[config.mk]
export PLATFORM = sky130hd
export DESIGN_NAME = lcd_tgen_top
export DESIGN_NICKNAME = d
export VERILOG_FILES = /design/src/rtl/lcd_tgen_pkg.sv /design/src/rtl/lcd_tgen_regs.sv /design/src/rtl/lcd_tgen_pixdiv.sv /design/src/rtl/lcd_tgen_axis.sv /design/src/rtl/lcd_tgen_irq.sv /design/src/rtl/lcd_tgen_top.sv
export SDC_FILE = /design/constraint.sdc
export NUM_CORES = 1
export LEC_CHECK = 0
export ABC_CLOCK_PERIOD_IN_PS = 5800
export BUFFER_PORTS_ARGS = -buffer_cell sky130_fd_sc_hd__buf_2
export CORE_ASPECT_RATIO = 0.7
export CORE_MARGIN = 5
export CORE_UTILIZATION = 40
export CTS_CLUSTER_DIAMETER = 80
export DETAILED_ROUTE_END_ITERATION = 10
export PLACE_DENSITY = 0.55
export SYNTH_ARGS = -nofsm -noshare
export SYNTH_HDL_FRONTEND = slang
export SYNTH_SLANG_ARGS = --single-unit
[constraint.sdc]
create_clock -name clk -period 5.8 [get_ports clk]
set_input_delay 0.29 -clock clk [delete_from_list [all_inputs] [get_ports clk]]
set_output_delay 0.29 -clock clk [all_outputs]
set_load 0.03 [all_outputs]
[src/rtl/lcd_tgen_pkg.sv]
`timescale 1ns/1ps
package lcd_tgen_pkg;

   // Raster regions in the order they are visited on both axes.
   typedef enum logic [1:0] {
      PH_SYNC  = 2'd0,
      PH_BACK  = 2'd1,
      PH_ACT   = 2'd2,
      PH_FRONT = 2'd3
   } tg_phase_e;

   // Register addresses.
   localparam int unsigned REG_CTRL  = 0;
   localparam int unsigned REG_HTIM  = 1;
   localparam int unsigned REG_VTIM  = 2;
   localparam int unsigned REG_SIZE  = 3;
   localparam int unsigned REG_ICTL  = 4;
   localparam int unsigned REG_ISTAT = 5;

   // Control word bit positions.
   localparam int unsigned CB_EN      = 0;
   localparam int unsigned CB_SEN     = 1;
   localparam int unsigned CB_CLKSEL  = 2;
   localparam int unsigned CB_HPOL    = 4;
   localparam int unsigned CB_VPOL    = 5;
   localparam int unsigned CB_DIV_LSB = 8;

   // Size word: vertical field lsb.
   localparam int unsigned SZ_V_LSB = 16;

   // Interrupt control bit positions.
   localparam int unsigned IB_MASTER  = 0;
   localparam int unsigned IB_FRAME   = 1;
   localparam int unsigned IB_SRC_LSB = 2;

endpackage

[src/rtl/lcd_tgen_regs.sv]
`timescale 1ns/1ps
module lcd_tgen_regs
   import lcd_tgen_pkg::*;
#(
   parameter int PORCH_W = 8,
   parameter int SIZE_W  = 12,
   parameter int DIV_W   = 8,
   parameter int ADDR_W  = 3,
   parameter int DATA_W  = 32
) (
   input  logic              clk,
   input  logic              rst_n,
   input  logic              wr_en,
   input  logic [ADDR_W-1:0] wr_addr,
   input  logic [DATA_W-1:0] wr_data,
   input  logic              commit_i,
   output logic              run_o,
   output logic              clksel_o,
   output logic [DIV_W-1:0]  div_o,
   output logic [PORCH_W-1:0] hspw_o,
   output logic [PORCH_W-1:0] hbp_o,
   output logic [PORCH_W-1:0] hfp_o,
   output logic [PORCH_W-1:0] vspw_o,
   output logic [PORCH_W-1:0] vbp_o,
   output logic [PORCH_W-1:0] vfp_o,
   output logic [SIZE_W-1:0]  hact_o,
   output logic [SIZE_W-1:0]  vact_o,
   output logic              hpol_o,
   output logic              vpol_o,
   output logic              imaster_o,
   output logic              iframe_o,
   output logic [1:0]        isrc_o,
   output logic              clr_pend_o
);

   localparam int P0 = 0;
   localparam int P1 = PORCH_W;
   localparam int P2 = 2 * PORCH_W;

   logic sel_ctrl, sel_htim, sel_vtim, sel_size, sel_ictl, sel_istat;

   always_comb begin
      sel_ctrl  = wr_en && (wr_addr == ADDR_W'(REG_CTRL));
      sel_htim  = wr_en && (wr_addr == ADDR_W'(REG_HTIM));
      sel_vtim  = wr_en && (wr_addr == ADDR_W'(REG_VTIM));
      sel_size  = wr_en && (wr_addr == ADDR_W'(REG_SIZE));
      sel_ictl  = wr_en && (wr_addr == ADDR_W'(REG_ICTL));
      sel_istat = wr_en && (wr_addr == ADDR_W'(REG_ISTAT));
   end

   // Direct (unstaged) fields.
   logic en_q;
   always_ff @(posedge clk or negedge rst_n) begin
      if (!rst_n) begin
         en_q      <= 1'b0;
         hpol_o    <= 1'b0;
         vpol_o    <= 1'b0;
         imaster_o <= 1'b0;
         iframe_o  <= 1'b0;
         isrc_o    <= 2'd0;
      end else begin
         if (sel_ctrl) begin
            en_q   <= wr_data[CB_EN];
            hpol_o <= wr_data[CB_HPOL];
            vpol_o <= wr_data[CB_VPOL];
         end
         if (sel_ictl) begin
            imaster_o <= wr_data[IB_MASTER];
            iframe_o  <= wr_data[IB_FRAME];
            isrc_o    <= wr_data[IB_SRC_LSB +: 2];
         end
      end
   end

   assign clr_pend_o = sel_istat && wr_data[0];

   // Staged bank written by software.
   logic               st_sen, st_sel;
   logic [DIV_W-1:0]   st_div;
   logic [PORCH_W-1:0] st_hspw, st_hbp, st_hfp, st_vspw, st_vbp, st_vfp;
   logic [SIZE_W-1:0]  st_hact, st_vact;

   always_ff @(posedge clk or negedge rst_n) begin
      if (!rst_n) begin
         st_sen  <= 1'b0;
         st_sel  <= 1'b0;
         st_div  <= '0;
         st_hspw <= '0;
         st_hbp  <= '0;
         st_hfp  <= '0;
         st_vspw <= '0;
         st_vbp  <= '0;
         st_vfp  <= '0;
         st_hact <= '0;
         st_vact <= '0;
      end else begin
         if (sel_ctrl) begin
            st_sen <= wr_data[CB_SEN];
            st_sel <= wr_data[CB_CLKSEL];
            st_div <= wr_data[CB_DIV_LSB +: DIV_W];
         end
         if (sel_htim) begin
            st_hspw <= wr_data[P0 +: PORCH_W];
            st_hbp  <= wr_data[P1 +: PORCH_W];
            st_hfp  <= wr_data[P2 +: PORCH_W];
         end
         if (sel_vtim) begin
            st_vspw <= wr_data[P0 +: PORCH_W];
            st_vbp  <= wr_data[P1 +: PORCH_W];
            st_vfp  <= wr_data[P2 +: PORCH_W];
         end
         if (sel_size) begin
            st_hact <= wr_data[0 +: SIZE_W];
            st_vact <= wr_data[SZ_V_LSB +: SIZE_W];
         end
      end
   end

   // Working bank: follows the staged bank while stopped, else at frame wrap.
   logic act_sen, load;
   assign run_o = en_q && act_sen;
   assign load  = !run_o || commit_i;

   always_ff @(posedge clk or negedge rst_n) begin
      if (!rst_n) begin
         act_sen  <= 1'b0;
         clksel_o <= 1'b0;
         div_o    <= '0;
         hspw_o   <= '0;
         hbp_o    <= '0;
         hfp_o    <= '0;
         vspw_o   <= '0;
         vbp_o    <= '0;
         vfp_o    <= '0;
         hact_o   <= '0;
         vact_o   <= '0;
      end else if (load) begin
         act_sen  <= st_sen;
         clksel_o <= st_sel;
         div_o    <= st_div;
         hspw_o   <= st_hspw;
         hbp_o    <= st_hbp;
         hfp_o    <= st_hfp;
         vspw_o   <= st_vspw;
         vbp_o    <= st_vbp;
         vfp_o    <= st_vfp;
         hact_o   <= st_hact;
         vact_o   <= st_vact;
      end
   end

   logic unused_wdata;
   assign unused_wdata = ^wr_data;

endmodule

[src/rtl/lcd_tgen_pixdiv.sv]
`timescale 1ns/1ps
module lcd_tgen_pixdiv #(
   parameter int DIV_W       = 8,
   parameter bit HAS_DIVIDER = 1'b1
) (
   input  logic             clk,
   input  logic             rst_n,
   input  logic             run_i,
   input  logic             clksel_i,
   input  logic [DIV_W-1:0] div_i,
   output logic             tick_o
);

   generate
      if (HAS_DIVIDER) begin : g_div
         logic [DIV_W-1:0] dcnt_q;
         logic             at_limit;

         assign at_limit = (dcnt_q == div_i);
         assign tick_o   = run_i && (!clksel_i || at_limit);

         always_ff @(posedge clk or negedge rst_n) begin
            if (!rst_n) begin
               dcnt_q <= '0;
            end else if (!run_i || tick_o) begin
               dcnt_q <= '0;
            end else begin
               dcnt_q <= dcnt_q + 1'b1;
            end
         end
      end else begin : g_direct
         logic unused_div;
         assign unused_div = clksel_i ^ (^div_i) ^ clk ^ rst_n;
         assign tick_o     = run_i;
      end
   endgenerate

endmodule

[src/rtl/lcd_tgen_axis.sv]
`timescale 1ns/1ps
module lcd_tgen_axis
   import lcd_tgen_pkg::*;
#(
   parameter int PORCH_W = 8,
   parameter int SIZE_W  = 12,
   parameter int CNT_W   = 12
) (
   input  logic               clk,
   input  logic               rst_n,
   input  logic               clr_i,
   input  logic               step_i,
   input  logic [PORCH_W-1:0] spw_i,
   input  logic [PORCH_W-1:0] bp_i,
   input  logic [PORCH_W-1:0] fp_i,
   input  logic [SIZE_W-1:0]  act_i,
   output logic [1:0]         ph_o,
   output logic [CNT_W-1:0]   cnt_o,
   output logic               last_o
);

   if (CNT_W < PORCH_W || CNT_W < SIZE_W) begin : g_bad_cnt
      $error("lcd_tgen_axis: CNT_W narrower than a field");
   end

   logic [CNT_W-1:0] limit;
   logic             at_limit;

   always_comb begin
      case (ph_o)
         PH_SYNC:  limit = CNT_W'(spw_i);
         PH_BACK:  limit = CNT_W'(bp_i);
         PH_ACT:   limit = CNT_W'(act_i);
         default:  limit = CNT_W'(fp_i);
      endcase
   end

   assign at_limit = (cnt_o == limit);
   assign last_o   = (ph_o == PH_FRONT) && at_limit;

   always_ff @(posedge clk or negedge rst_n) begin
      if (!rst_n) begin
         ph_o  <= PH_SYNC;
         cnt_o <= '0;
      end else if (clr_i) begin
         ph_o  <= PH_SYNC;
         cnt_o <= '0;
      end else if (step_i) begin
         if (at_limit) begin
            ph_o  <= ph_o + 2'd1;
            cnt_o <= '0;
         end else begin
            cnt_o <= cnt_o + 1'b1;
         end
      end
   end

endmodule

[src/rtl/lcd_tgen_irq.sv]
`timescale 1ns/1ps
module lcd_tgen_irq
   import lcd_tgen_pkg::*;
(
   input  logic       clk,
   input  logic       rst_n,
   input  logic       run_i,
   input  logic [1:0] v_ph_i,
   input  logic [1:0] src_i,
   input  logic       master_i,
   input  logic       frame_en_i,
   input  logic       clr_i,
   output logic       event_o,
   output logic       pend_o,
   output logic       irq_o
);

   localparam int NSRC = 4;

   logic [1:0]      prev_q;
   logic [NSRC-1:0] enter;

   // One entry detector per vertical region.
   for (genvar i = 0; i < NSRC; i++) begin : g_src
      assign enter[i] = run_i && (v_ph_i == 2'(i)) && (prev_q != 2'(i));
   end

   assign event_o = enter[src_i];

   always_ff @(posedge clk or negedge rst_n) begin
      if (!rst_n) begin
         prev_q <= PH_FRONT;
         pend_o <= 1'b0;
      end else begin
         prev_q <= run_i ? v_ph_i : PH_FRONT;
         pend_o <= (pend_o && !clr_i) || event_o;
      end
   end

   assign irq_o = pend_o && master_i && frame_en_i;

endmodule

[src/rtl/lcd_tgen_top.sv]
`timescale 1ns/1ps
module lcd_tgen_top
   import lcd_tgen_pkg::*;
#(
   parameter int PORCH_W     = 8,
   parameter int SIZE_W      = 12,
   parameter int DIV_W       = 8,
   parameter int ADDR_W      = 3,
   parameter int DATA_W      = 32,
   parameter bit HAS_DIVIDER = 1'b1
) (
   input  logic              clk,
   input  logic              rst_n,
   input  logic              wr_en,
   input  logic [ADDR_W-1:0] wr_addr,
   input  logic [DATA_W-1:0] wr_data,
   output logic              hsync_o,
   output logic              vsync_o,
   output logic              de_o,
   output logic [SIZE_W-1:0] pix_x_o,
   output logic [SIZE_W-1:0] pix_y_o,
   output logic              irq_o
);

   localparam int CNT_W    = (SIZE_W > PORCH_W) ? SIZE_W : PORCH_W;
   localparam int ACT_BITS = 2 + DIV_W + 6 * PORCH_W + 2 * SIZE_W;

   if (3 * PORCH_W > DATA_W) begin : g_bad_porch
      $error("lcd_tgen_top: porch fields do not fit the data word");
   end
   if (SIZE_W > 16 || SZ_V_LSB + SIZE_W > DATA_W) begin : g_bad_size
      $error("lcd_tgen_top: size fields do not fit the data word");
   end
   if (DIV_W < 1 || CB_DIV_LSB + DIV_W > DATA_W) begin : g_bad_div
      $error("lcd_tgen_top: divider field does not fit the data word");
   end
   if (ADDR_W < 3) begin : g_bad_addr
      $error("lcd_tgen_top: address too narrow for the register map");
   end

   logic               run, clksel, hpol, vpol, imaster, iframe, clr_pend;
   logic [1:0]         isrc;
   logic [DIV_W-1:0]   div;
   logic [PORCH_W-1:0] hspw, hbp, hfp, vspw, vbp, vfp;
   logic [SIZE_W-1:0]  hact, vact;
   logic               tick, commit, h_last, v_last, ev, pend;
   logic [1:0]         h_ph, v_ph;
   logic [CNT_W-1:0]   h_cnt, v_cnt;
   logic [ACT_BITS-1:0] act_bundle;

   lcd_tgen_regs #(
      .PORCH_W(PORCH_W), .SIZE_W(SIZE_W), .DIV_W(DIV_W),
      .ADDR_W(ADDR_W), .DATA_W(DATA_W)
   ) u_regs (
      .clk(clk), .rst_n(rst_n),
      .wr_en(wr_en), .wr_addr(wr_addr), .wr_data(wr_data),
      .commit_i(commit),
      .run_o(run), .clksel_o(clksel), .div_o(div),
      .hspw_o(hspw), .hbp_o(hbp), .hfp_o(hfp),
      .vspw_o(vspw), .vbp_o(vbp), .vfp_o(vfp),
      .hact_o(hact), .vact_o(vact),
      .hpol_o(hpol), .vpol_o(vpol),
      .imaster_o(imaster), .iframe_o(iframe), .isrc_o(isrc),
      .clr_pend_o(clr_pend)
   );

   lcd_tgen_pixdiv #(.DIV_W(DIV_W), .HAS_DIVIDER(HAS_DIVIDER)) u_div (
      .clk(clk), .rst_n(rst_n), .run_i(run),
      .clksel_i(clksel), .div_i(div), .tick_o(tick)
   );

   lcd_tgen_axis #(.PORCH_W(PORCH_W), .SIZE_W(SIZE_W), .CNT_W(CNT_W)) u_h (
      .clk(clk), .rst_n(rst_n), .clr_i(!run), .step_i(tick),
      .spw_i(hspw), .bp_i(hbp), .fp_i(hfp), .act_i(hact),
      .ph_o(h_ph), .cnt_o(h_cnt), .last_o(h_last)
   );

   lcd_tgen_axis #(.PORCH_W(PORCH_W), .SIZE_W(SIZE_W), .CNT_W(CNT_W)) u_v (
      .clk(clk), .rst_n(rst_n), .clr_i(!run), .step_i(tick && h_last),
      .spw_i(vspw), .bp_i(vbp), .fp_i(vfp), .act_i(vact),
      .ph_o(v_ph), .cnt_o(v_cnt), .last_o(v_last)
   );

   assign commit = tick && h_last && v_last;

   lcd_tgen_irq u_irq (
      .clk(clk), .rst_n(rst_n), .run_i(run), .v_ph_i(v_ph),
      .src_i(isrc), .master_i(imaster), .frame_en_i(iframe),
      .clr_i(clr_pend), .event_o(ev), .pend_o(pend), .irq_o(irq_o)
   );

   logic hs_on, vs_on;
   assign hs_on   = run && (h_ph == PH_SYNC);
   assign vs_on   = run && (v_ph == PH_SYNC);
   assign hsync_o = hpol ? hs_on : !hs_on;
   assign vsync_o = vpol ? vs_on : !vs_on;

   assign de_o    = run && (h_ph == PH_ACT) && (v_ph == PH_ACT);
   assign pix_x_o = de_o ? h_cnt[SIZE_W-1:0] : '0;
   assign pix_y_o = de_o ? v_cnt[SIZE_W-1:0] : '0;

   assign act_bundle = {clksel, div, hspw, hbp, hfp, vspw, vbp, vfp, hact, vact};

   logic unused_cnt;
   assign unused_cnt = ^{h_cnt, v_cnt};

endmodule

# Word level (Yosys, flattened, before mapping)
# Index checks and enable logic that the tools add are counted.
[totals] register_bits=210 in_bits=38
[classes] n_addsub=5 magnitude_cmp=1 eq_ne=21 mux=22 n_reduce_logical=42
[ops] cell="2-to-1 mux 12 bit" n=8
[ops] cell="one-hot mux 12 bit (3 select lines)" n=2
[ops] cell="logical AND 1 bit" n=27
[ops] cell="adder 12 x 1 -> 12 bit, second input constant" n=2
[ops] cell="== test 12 bit" n=2
[ops] cell="2-to-1 mux 2 bit" n=7
[ops] cell="!= test 2 x 1 -> 1 bit, second input constant" n=5
[ops] cell="adder 8 x 1 -> 8 bit, second input constant" n=1
[ops] cell="== test 2 bit, second input constant" n=4
[ops] cell="== test 8 bit" n=1
[ops] cell="2-to-1 mux 8 bit" n=1
[ops] cell="== test 3 x 2 -> 1 bit, second input constant" n=2
[ops] cell="== test 3 bit, second input constant" n=2
[ops] cell="zero test 1 bit" n=5
[ops] cell="adder 2 x 1 -> 2 bit, second input constant" n=2
[ops] cell="== test 2 x 1 -> 1 bit, second input constant" n=2
[ops] cell="zero test 2 bit" n=2
[ops] cell="logical OR 1 bit" n=4
[ops] cell="!= test 2 bit, second input constant" n=2
[ops] cell="AND reduction 2 bit" n=2
[ops] cell="== test 3 x 1 -> 1 bit, second input constant" n=1
[ops] cell="zero test 3 bit" n=1
[ops] cell="< comparator 2 x 3 -> 1 bit, second input constant" n=1
[ops] cell="2-to-1 mux 1 bit" n=3
[ops] cell="2 further kinds" n=2

# Depth between registers and ports, before layout
# Gate-level depths: netlist (run 1).
[logic_depth] depth_word=7 ltp_mapped=12

# Modules after synthesis
# A second synthesis (run 1) with hierarchy kept.
[unflattened] hier_cells=726 area_unflattened_um2=9963.3
[modules_own_cells] module="lcd_tgen_regs" instances=1 cells_each=369 area_each_um2=6491.2 seq_area_each_um2=4279.1
[modules_own_cells] module="lcd_tgen_axis" instances=2 cells_each=131 area_each_um2=1237.4 seq_area_each_um2=350.3
[modules_own_cells] module="lcd_tgen_pixdiv" instances=1 cells_each=43 area_each_um2=447.9 seq_area_each_um2=200.2
[modules_own_cells] module="lcd_tgen_top" instances=1 cells_each=38 area_each_um2=389.1 seq_area_each_um2=0.0
[modules_own_cells] module="lcd_tgen_irq" instances=1 cells_each=14 area_each_um2=160.2 seq_area_each_um2=77.6

# Worst setup path before layout (run 1)
# No wires, ideal clock.
[synth_timing] path_type="register to register" startpoint="register u_h.ph_o[0]" endpoint="register u_regs.clksel_o" setup_ns=0.125 t_arrival_ns=2.619 path_slack_ns=3.056 path_stages_with_launch=13 path_buffers=3 cell_sequence="dfrtp_1 > inv_1 > ha_1 > buf_6 > a222oi_1 > mux2i_1 > xnor2_2 > nand4_4 > nor3_4 > a41oi_2 > buf_6 > buf_12 > mux2_4"
[synth_between] elab_chain_len=7
[synth_rtl] element="start, declared" line_no="lcd_tgen_axis.sv:17" text="output logic [1:0] ph_o,"
[synth_rtl] element="start signal, assigned" line_no="lcd_tgen_axis.sv:50" text="ph_o <= ph_o + 2'd1;"
[synth_rtl] element="== test 2 bit (tied with other cells)" line_no="lcd_tgen_axis.sv:30" text="case (ph_o)"
[synth_rtl] element="one-hot mux 12 bit (3 select lines)" line_no="lcd_tgen_axis.sv:30"
[synth_rtl] element="== test 12 bit" line_no="lcd_tgen_axis.sv:38" text="assign at_limit = (cnt_o == limit);"
[synth_rtl] element="logical AND 1 bit *" line_no="lcd_tgen_axis.sv:39" text="assign last_o = (ph_o == PH_FRONT) && at_limit;"
[synth_rtl] element="logical AND 1 bit * (2 in series)" line_no="lcd_tgen_top.sv:84" text="assign commit = tick && h_last && v_last;"
[synth_rtl] element="logical OR 1 bit *" line_no="lcd_tgen_regs.sv:122" text="assign load = !run_o || commit_i;"
[synth_rtl] element="end signal, assigned" line_no="lcd_tgen_regs.sv:139" text="clksel_o <= st_sel;"
[synth_rtl] element="end, declared" line_no="lcd_tgen_regs.sv:18" text="output logic clksel_o,"
# Mark *: on every way between the ends. The rest lies on a longest branch, timed or not.
# A chain may end at the register's enable or synchronous reset.

# Worst setup path after layout (run 1)
[layout_timing] startpoint="register u_h.ph_o[0]" endpoint="register u_regs.div_o[0]"
[layout_between] elab_chain_len=7
[layout_rtl] element="== test 2 bit (tied with other cells)" line_no="lcd_tgen_axis.sv:30"
[layout_rtl] element="one-hot mux 12 bit (3 select lines)" line_no="lcd_tgen_axis.sv:30"
[layout_rtl] element="== test 12 bit" line_no="lcd_tgen_axis.sv:38"
[layout_rtl] element="logical AND 1 bit *" line_no="lcd_tgen_axis.sv:39"
[layout_rtl] element="logical AND 1 bit * (2 in series)" line_no="lcd_tgen_top.sv:84"
[layout_rtl] element="logical OR 1 bit *" line_no="lcd_tgen_regs.sv:122"
[layout_rtl] element="end signal, assigned" line_no="lcd_tgen_regs.sv:140" text="div_o <= st_div;"
[layout_rtl] element="end, declared" line_no="lcd_tgen_regs.sv:19" text="output logic [DIV_W-1:0] div_o,"
# Marks and branches as above.

==> flow_summary.yaml, run 1 <==
status:
  outcome: "completed"
grt:
  antenna_found_initial: 0
  grt_overflow: 0
  track_usage_pct: 15.8
  grt_pass1_wl_um: 35700
  grt_max_degree: 83
  grt_pass1_vias: 6255
placed_design:
  routabilityCongestion: 0.795
  placed_cell_area_um2: 10600
  place_inst: 1108
  port_buffers: 61
  preCtsSetupSlack_ps: 1620
  dp_hpwl_um: 15400
route:
  wire_per_inst_um: 19.3
  drc: 0
  drtIter0Drc: 418
  ant_nets: 0
  vias: 5975
  wirelength_um: 22200
  first_pass_iters: 6
  vias_per_cell: 5.21
critical_path:
  critPathKind: "flip-flop to flip-flop"
  cp.arrival_ps: 4590
  cp_max_fo: 59
  cp-end-kind: "flip-flop"
  required_ps: 6180
  critPathLaunchType: "flip-flop"
finish:
  final_common_cell: "dfrtp_1"
  final_cells: 1146
  layout_common_cells: "dfrtp_1 (208), mux2_2 (91), mux2_4 (79), buf_2 (60), nor2_1 (45)"
  nets: 859
  area_growth_pct: 12.6
  final_core_util_pct: 45.9
  final_area_um2: 11300
  antenna_cells: 0
  layout-drive-gt1-share_pct: 36.5
floorplanning:
  start_util_pct: 40.7
  ios: 66
  die_y_um: 143
  die_x_um: 200
  core_um2: 24700
  die-area_um2: 28500
  core.rowCount: 48
sta:
  fin_tns_setup_ps: 0
  worst_pin_slew_ps: 1140
  finalCritPeriodShare_pct: 72.6
  period_needed_ps: 4210
  setup_violations: 0
  fin_ws_ps: 1590
  finalMaxSlewViolations: 0
  hold_viol: 0
  relSlewSlack_pct: 23.4
  fmax_mhz: 238
  rsz0062_at_grt: "false"
  fin_skew_ps: 9.42
clock_network:
  insertion_delay_ps: 500
  cts.sinks: 210
  clk_path_buf_depth: 3
  cts_tree: "yes"
  htreeDepth: 1
  root_buffer: "clkbuf_16"
  cts-buffers-inserted: 22
  cts-resized-gates: 0
  cts.clk_slew.worst_paths_ps: 60
synthesis:
  synth_enable_flop_cells: 0
  ys.flop_type: "dfrtp_1"
  yosysWarnings: 0
  ys_seq_elements: 210
  synth.distinct_cells: 52
  syn-num-nets: 801
  asyncSetResetFlopFracSynth_pct: 100
  synth-seq-area-share_pct: 52.3
  avgSynthCellArea_um2: 13.4
  syn_area_um2: 10100
  syn_inst: 750
power:
  powerDensity_nw_per_um2: 401
  leakage_nw: 5.02
  ir_drop_mv: 0.218
flow_run:
  drv_cap: 0
worst_hold_path:
  hp-class: "input pin to flip-flop"
## final cells by class
class                      count  area [um^2]
fill                        2218        13400
multi-input combinational    476         4450
clock inverter                10         75.1
clock buffer                  27          621
sequential                   210         5260
timing repair buffer          73          419
tap                          325          407
inverter                      25         93.8
## where the power goes
part / switching [mW] / leakage, nW / internal [mW]
logic: 0.468 / 2.08 / 0.614
registers: 0.247 / 2.59 / 1.84
clock network: 0.574 / 0.356 / 0.800
## path summary, 6_finish.rpt
path / start / to / slack (ps) / cells after the start
setup / recovery: u_h.ph_o[0] / u_regs.div_o[0] / 1590 / 11
hold / removal: wr_data[27] / u_regs.st_vact[11] / 20 / 2
setup reg to reg: u_h.ph_o[0] / u_regs.div_o[0] / 1590 / 11
hold reg to reg: u_regs.st_sen / u_regs.act_sen / 460 / 1
max in group asynchronous: rst_n / u_regs.vact_o[1] / 4120 / 3
min in group asynchronous: rst_n / u_regs.st_hbp[5] / 390 / 2
## repair_timing
item / in CTS / in global routing
buffers inserted: 0 / 0
hold buffers: 1 / 0
endpoints found under the hold margin: 80 / 0
## logic make-up (layout without fill, tap and decap cells)
| group | after synthesis | count (layout) | share of synthesized area [%] |
|---|---|---|---|
| simple gates | 168 | 168 | 8.86 |
| xor+xnor | 48 | 48 | 4.48 |
| flops | 210 | 210 | 52.3 |
| compound gates | 56 | 56 | 4.74 |
| buf+inv | 64 | 135 | 3.97 |
| fa+ha+maj | 13 | 13 | 1.62 |
| mux | 191 | 191 | 24.1 |
## Yosys cell counts, types with 8 or more instances
cell      instances  area [um^2]
inv_1            25         93.8
nand2_1          34          128
clkbuf_1         23         86.3
xor2_1           13          114
and2_1           25          156
buf_12            8          160
nor2_1           45          169
mux2i_1          21          210
ha_1             13          163
nand4_1           9         56.3
mux2_2           91         1020
a222oi_1         16          160
dfrtp_1         208         5200
xnor2_1          31          272
nand3_1          22          110
mux2_4           79         1190
## sequential cells by signal (all words and copies together) (netlist names), 12 cells and up
name,count
u_regs.st_vact,12
u_regs.hact_o,12
u_regs.st_hact,12
u_h.cnt_o,12
u_regs.vact_o,12
u_v.cnt_o,12
## worst max-delay path, cell delays in order (launching register included)
cell and delay, ps:
dfrtp_1 440, inv_1 100, ha_1 460, a222oi_1 190, mux2i_1 460, xnor2_1 120
o211ai_1 280, nor3_4 130, a41oi_4 620, buf_12 430, buf_4 370, mux2_2 380
## layer usage
metal	global-route usage [%]	wire, um
met1	23.6	11000
met2	24.2	9780
met3	3.11	1030
met4	3.07	384
met5	0	0
## per-stage QoR
stage | hold WS (ps) | power (mW)
after floorplan | -5.59 | 2.94
after global placement | 368 | 3.16
after detailed placement | 388 | 3.20
after CTS | 1.62 | 4.60
after global routing | 5.55 | 4.78
final | 20.4 | 4.54
Power figures use the tool's default switching activity.
==> inputs of run 2 (changes only) <==
--- a/config.mk
+++ b/config.mk
@@ -5,14 +5,14 @@
 export SDC_FILE = /design/constraint.sdc
 export NUM_CORES = 1
 export LEC_CHECK = 0
-export ABC_CLOCK_PERIOD_IN_PS = 5800
+export ABC_CLOCK_PERIOD_IN_PS = 3700
 export BUFFER_PORTS_ARGS = -buffer_cell sky130_fd_sc_hd__buf_2
 export CORE_ASPECT_RATIO = 0.7
 export CORE_MARGIN = 5
 export CORE_UTILIZATION = 40
 export CTS_CLUSTER_DIAMETER = 80
 export DETAILED_ROUTE_END_ITERATION = 10
-export PLACE_DENSITY = 0.55
+export PLACE_DENSITY = 0.57
 export SYNTH_ARGS = -nofsm -noshare
 export SYNTH_HDL_FRONTEND = slang
 export SYNTH_SLANG_ARGS = --single-unit
==> constraint.sdc (replaced) <==
create_clock -name clk -period 3.7 [get_ports clk]
set_input_delay 0.185 -clock clk [delete_from_list [all_inputs] [get_ports clk]]
set_output_delay 0.185 -clock clk [all_outputs]
set_load 0.03 [all_outputs]
==> flow_summary.yaml, run 2 (synthesis gave the netlist of run 1 again) <==
finish:
  nets: 892
  antenna_cells: 0
  layout_common_cells: "dfrtp_1 (208), mux2_2 (91), mux2_4 (79), buf_2 (60), nor2_1 (45)"
  final_area_um2: 11800
  final_common_cell: "dfrtp_1"
  fillers: 2220
  layout-drive-gt1-share_pct: 36.9
  area_growth_pct: 17.4
clock_network:
  postCtsSetupRepairBufs: 0
  clk_path_buf_depth: 3
  cts_tree: "yes"
  cts.sinks: 210
  cts.clk_slew.worst_paths_ps: 70
  htreeDepth: 1
  root_buffer: "clkbuf_16"
  cts-resized-gates: 0
  cts-buffers-inserted: 22
  insertion_delay_ps: 500
floorplanning:
  die_x_um: 200
  ios: 66
  die-area_um2: 28500
  core_um2: 24700
  core.rowCount: 48
  die_y_um: 143
  start_util_pct: 40.7
sta:
  fin_skew_ps: 8.29
  fin_tns_setup_ps: 0
  period_needed_ps: 3300
  hold_ws_ps: 7.77
  relSlewSlack_pct: 42.8
  worst_pin_slew_ps: 858
  rsz0062_at_grt: "false"
  finalCritPeriodShare_pct: 89.2
  finalMaxSlewViolations: 0
  fmax_mhz: 303
  setup_violations: 0
  hold_viol: 0
route:
  vias_per_cell: 5.15
  vias: 6089
  ant_nets: 0
  wire_per_inst_um: 18.9
  drc: 0
  wirelength_um: 22400
  first_pass_iters: 6
  drtIter0Drc: 317
placed_design:
  routabilityCongestion: 0.772
  placed_cell_area_um2: 10700
  port_buffers: 61
  dp_hpwl_um: 15000
critical_path:
  critPathLaunchType: "flip-flop"
  cp_max_fo: 45
  r2r_end: "u_regs.hfp_o[6]"
  path_buf_inv: 3
  crit_chain: "inv_1 > ha_1 > a222oi_1 > mux2i_1 > buf_4 > xnor2_1 > o211ai_1 > nor3_4 > a41oi_4 > buf_12 > mux2_4"
  critPathKind: "flip-flop to flip-flop"
  cp.arrival_ps: 3680
  slowest_delay_ps: 460
  r2r_slack_ps: 400
  path_delay_family: "compound AO/OA/AOI/OAI gates"
  rr_worst_depth: 11
  cpMaxStageDelayCell: "dfrtp_1"
  cp-end-kind: "flip-flop"
  r2r-start: "u_h.ph_o[0]"
  required_ps: 4080
power:
  ir_drop_mv: 0.433
  pwr-share-comb_pct: 22.8
  p_clk_share_pct: 34.3
  internal_power_mw: 5.55
  leakage_nw: 5.23
  seqPwrFrac_pct: 42.9
  sw_frac_of_total_pct: 27.1
  power.switching_mw: 2.07
  powerDensity_nw_per_um2: 645
status:
  outcome: "completed"
grt:
  antenna_found_initial: 0
  grt_pass1_wl_um: 36100
  track_usage_pct: 16.1
  grt_max_degree: 110
  grt_overflow: 0
  grt_pass1_vias: 6152
flow_run:
  drv_cap: 0
worst_hold_path:
  min_to: "u_regs.st_hact[11]"
  hp-class: "input pin to flip-flop"
  hold_start: "wr_data[11]"
  min_path_cells: 2
-- run 2: area by class of cell --
type                            count  area (um^2)  area share (%)
Multi-Input combinational cell    476         4450            37.7
Sequential cell                   210         5260            44.5
Timing Repair Buffer              106          741            6.27
Inverter                           25         93.8           0.794
Clock inverter                     13          254            2.15
Tap cell                          325          407            3.44
Clock buffer                       27          611            5.17
-- run 2: worst max path at each step --
stage | startpoint | cells after the start | end | slack (ps)
final | u_h.ph_o[0] | 11 | u_regs.hfp_o[6] | 400
after global routing | u_h.ph_o[0] | 10 | u_v.cnt_o[3] | 240
after CTS | u_h.ph_o[0] | 11 | u_regs.hfp_o[6] | 430
after detailed placement | u_h.ph_o[0] | 11 | u_regs.hfp_o[5] | 470
after global placement | u_h.ph_o[0] | 11 | u_regs.vspw_o[3] | 500
after floorplan | u_h.ph_o[0] | 12 | u_regs.clksel_o | 960
-- run 2: worst register-to-register path: stages (launching register included) --
cell and delay (ps):
dfrtp_1 460, inv_1 100, ha_1 380, a222oi_1 380
mux2i_1 140, buf_4 190, xnor2_1 120, o211ai_1 260
nor3_4 110, a41oi_4 300, buf_12 360, mux2_4 390
-- run 2: power by group through the flow --
stage | clock network, mW | registers [mW] | logic, mW
floorplan | 0 | 3.16 | 1.44
global placement | 0 | 3.29 | 1.71
detailed placement | 0 | 3.30 | 1.74
CTS | 2.66 | 3.27 | 1.76
global route | 2.76 | 3.34 | 1.89
finish | 2.61 | 3.27 | 1.74
-- run 2: repair_timing --
item | CTS | global route
endpoints found under the hold margin | 154 | 0
hold buffers | 20 | 0
setup endpoints to repair | 0 | 0
-- run 2: through the flow --
| step | total power, mW | std cells | util [%] | worst slack (ps) |
|---|---|---|---|---|
| final | 7.62 | 1182 | 47.9 | 401 |
| after global routing | 8.00 | 1182 | 47.9 | 241 |
| after CTS | 7.69 | 1182 | 47.9 | 429 |
| after detailed placement | 5.04 | 1122 | 43.5 | 470 |
| after global placement | 5.00 | 1122 | 43.5 | 500 |
| after floorplan | 4.61 | 750 | - | 956 |
-- run 2: metal layers --
layer  global-route usage [%]  part of all wire [%]
met2                     22.8                    42
met1                     25.9                    51
met3                     2.57                   5.0
met4                     3.36                   1.9
met5                        0                     0
==> inputs of run 3 (changes only) <==
--- a/config.mk
+++ b/config.mk
@@ -6,7 +6,7 @@
 export NUM_CORES = 1
 export LEC_CHECK = 0
 export ABC_CLOCK_PERIOD_IN_PS = 3700
-export BUFFER_PORTS_ARGS = -buffer_cell sky130_fd_sc_hd__buf_2
+export BUFFER_PORTS_ARGS = -buffer_cell sky130_fd_sc_hd__buf_4
 export CORE_ASPECT_RATIO = 0.7
 export CORE_MARGIN = 5
 export CORE_UTILIZATION = 40
==> flow_summary.yaml, run 3 (synthesis gave the netlist of run 1 again) <==
critical_path:
  cp_max_fo: 55
  critPathKind: "flip-flop to flip-flop"
  slowest_delay_ps: 480
  cp.arrival_ps: 3880
  cp-end-kind: "flip-flop"
  path_buf_inv: 2
  cpMaxStageDelayCell: "ha_1"
  required_ps: 4090
  crit_chain: "inv_1 > ha_1 > a222oi_1 > mux2i_1 > xnor2_1 > o211ai_1 > nor3_4 > a41oi_4 > buf_12 > mux2_2"
  critPathLaunchType: "flip-flop"
  path_delay_family: "multiplexers"
finish:
  final_common_cell: "dfrtp_1"
  layout-drive-gt1-share_pct: 35.9
  nets: 898
  layout_common_cells: "dfrtp_1 (208), mux2_2 (91), buf_4 (80), mux2_4 (79), nor2_1 (45)"
  antenna_cells: 0
  area_growth_pct: 18.1
sta:
  fin_tns_setup_ps: 0
  finalMaxSlewViolations: 0
  setup_violations: 0
  finalCritPeriodShare_pct: 94.2
  hold_ws_ps: 64.3
  worst_pin_slew_ps: 1030
  hold_viol: 0
  period_needed_ps: 3490
  relSlewSlack_pct: 31.4
  rsz0062_at_grt: "false"
  fmax_mhz: 287
  fin_skew_ps: 16.6
grt:
  track_usage_pct: 16.0
  grt_overflow: 0
  grt_pass1_vias: 6512
  grt_max_degree: 126
  antenna_found_initial: 0
  grt_pass1_wl_um: 36400
status:
  outcome: "completed"
clock_network:
  cts-buffers-inserted: 23
  htreeDepth: 1
  cts_tree: "yes"
  insertion_delay_ps: 510
  cts.clk_slew.worst_paths_ps: 60
  clk_path_buf_depth: 3
  root_buffer: "clkbuf_16"
  cts-resized-gates: 0
  cts.sinks: 210
floorplanning:
  core.rowCount: 48
  die_y_um: 143
  core_um2: 24700
  ios: 66
  die-area_um2: 28500
  start_util_pct: 40.7
  die_x_um: 200
power:
  powerDensity_nw_per_um2: 613
  ir_drop_mv: 0.365
  leakage_nw: 5.23
route:
  vias_per_cell: 5.25
  first_pass_iters: 5
  wire_per_inst_um: 18.9
  wirelength_um: 22500
  drtIter0Drc: 390
  drc: 0
  vias: 6244
  ant_nets: 0
placed_design:
  routabilityCongestion: 0.767
  port_buffers: 61
  dp_hpwl_um: 15600
flow_run:
  drv_cap: 0
worst_hold_path:
  hp-class: "input pin to flip-flop"
## run 3: cell types whose count changed in the layout (fill, tap and decap cells not counted), sizes merged
cell / change
clkinv: +3
buf: -5
clkbuf: +9
dlygate4sd3: +9
inv: +1
clkinvlp: -4
bufinv: -6
## run 3: path summary, 6_finish.rpt
kind	from	endpoint	slack, ps	cells after the start
worst min-delay path	wr_addr[0]	u_irq.pend_o	60	4
worst max register to register	u_h.ph_o[0]	u_regs.div_o[1]	210	10
worst max-delay path	u_h.ph_o[0]	u_regs.div_o[1]	210	10
min in group asynchronous	rst_n	u_regs.st_div[5]	370	2
worst min register to register	u_regs.st_sen	u_regs.act_sen	460	1
max in group asynchronous	rst_n	u_irq.prev_q[1]	2270	3
## run 3: cell type report
cell class                      count  area (um^2)
Clock buffer                       35          681
Sequential cell                   210         5260
Inverter                           25         93.8
Fill cell                        2192        12800
Tap cell                          325          407
Timing Repair Buffer              111          925
Multi-Input combinational cell    476         4450
Clock inverter                      7         67.6
## run 3: worst reg2reg max path, delay by kind of cell, from the launching register on
kind,cells,cell delay (ps)
XOR/XNOR,1,120
AND/OR/NAND/NOR,1,130
multiplexers,2,900
AO/OA/AOI/OAI,3,790
buffers and inverters,2,510
flip-flops,1,450
adder cells (fa/ha/maj),1,480
## run 3: metal layers
layer | up-vias | wire length, um | global-route usage (%)
li1 | 2858 | - | -
met1 | 3205 | 11200 | 24.5
met2 | 140 | 9780 | 24.1
met3 | 41 | 1050 | 2.48
met4 | 0 | 477 | 3.64
met5 | - | 0 | 0
## run 3: what timing repair did
action                                  in CTS  in global routing
hold buffers                                29                  0
setup buffers                                0                  0
endpoints found under the hold margin      206                  0
endpoints found under the setup margin       0                  0
## run 3: report_power, final
| part | internal (mW) | total (mW) | leakage (nW) | switching, mW |
|---|---|---|---|---|
| Sequential | 2.88 | 3.27 | 2.59 | 0.384 |
| Clock | 1.34 | 2.25 | 0.372 | 0.910 |
| Combinational | 1.01 | 1.76 | 2.27 | 0.751 |
## run 3: metrics by stage
stage               utilization, %  cell area, um^2  cells  power [mW]  setup slack (ps)
finish                        48.1            11900   1189        7.28               214
detailed placement            43.9            10800   1118        5.05               260
global route                  48.1            11900   1189        7.67              46.0
CTS                           48.1            11900   1189        7.37               238
global placement              43.9            10800   1118        4.98               281
floorplan                        -            10100    750        4.61               956
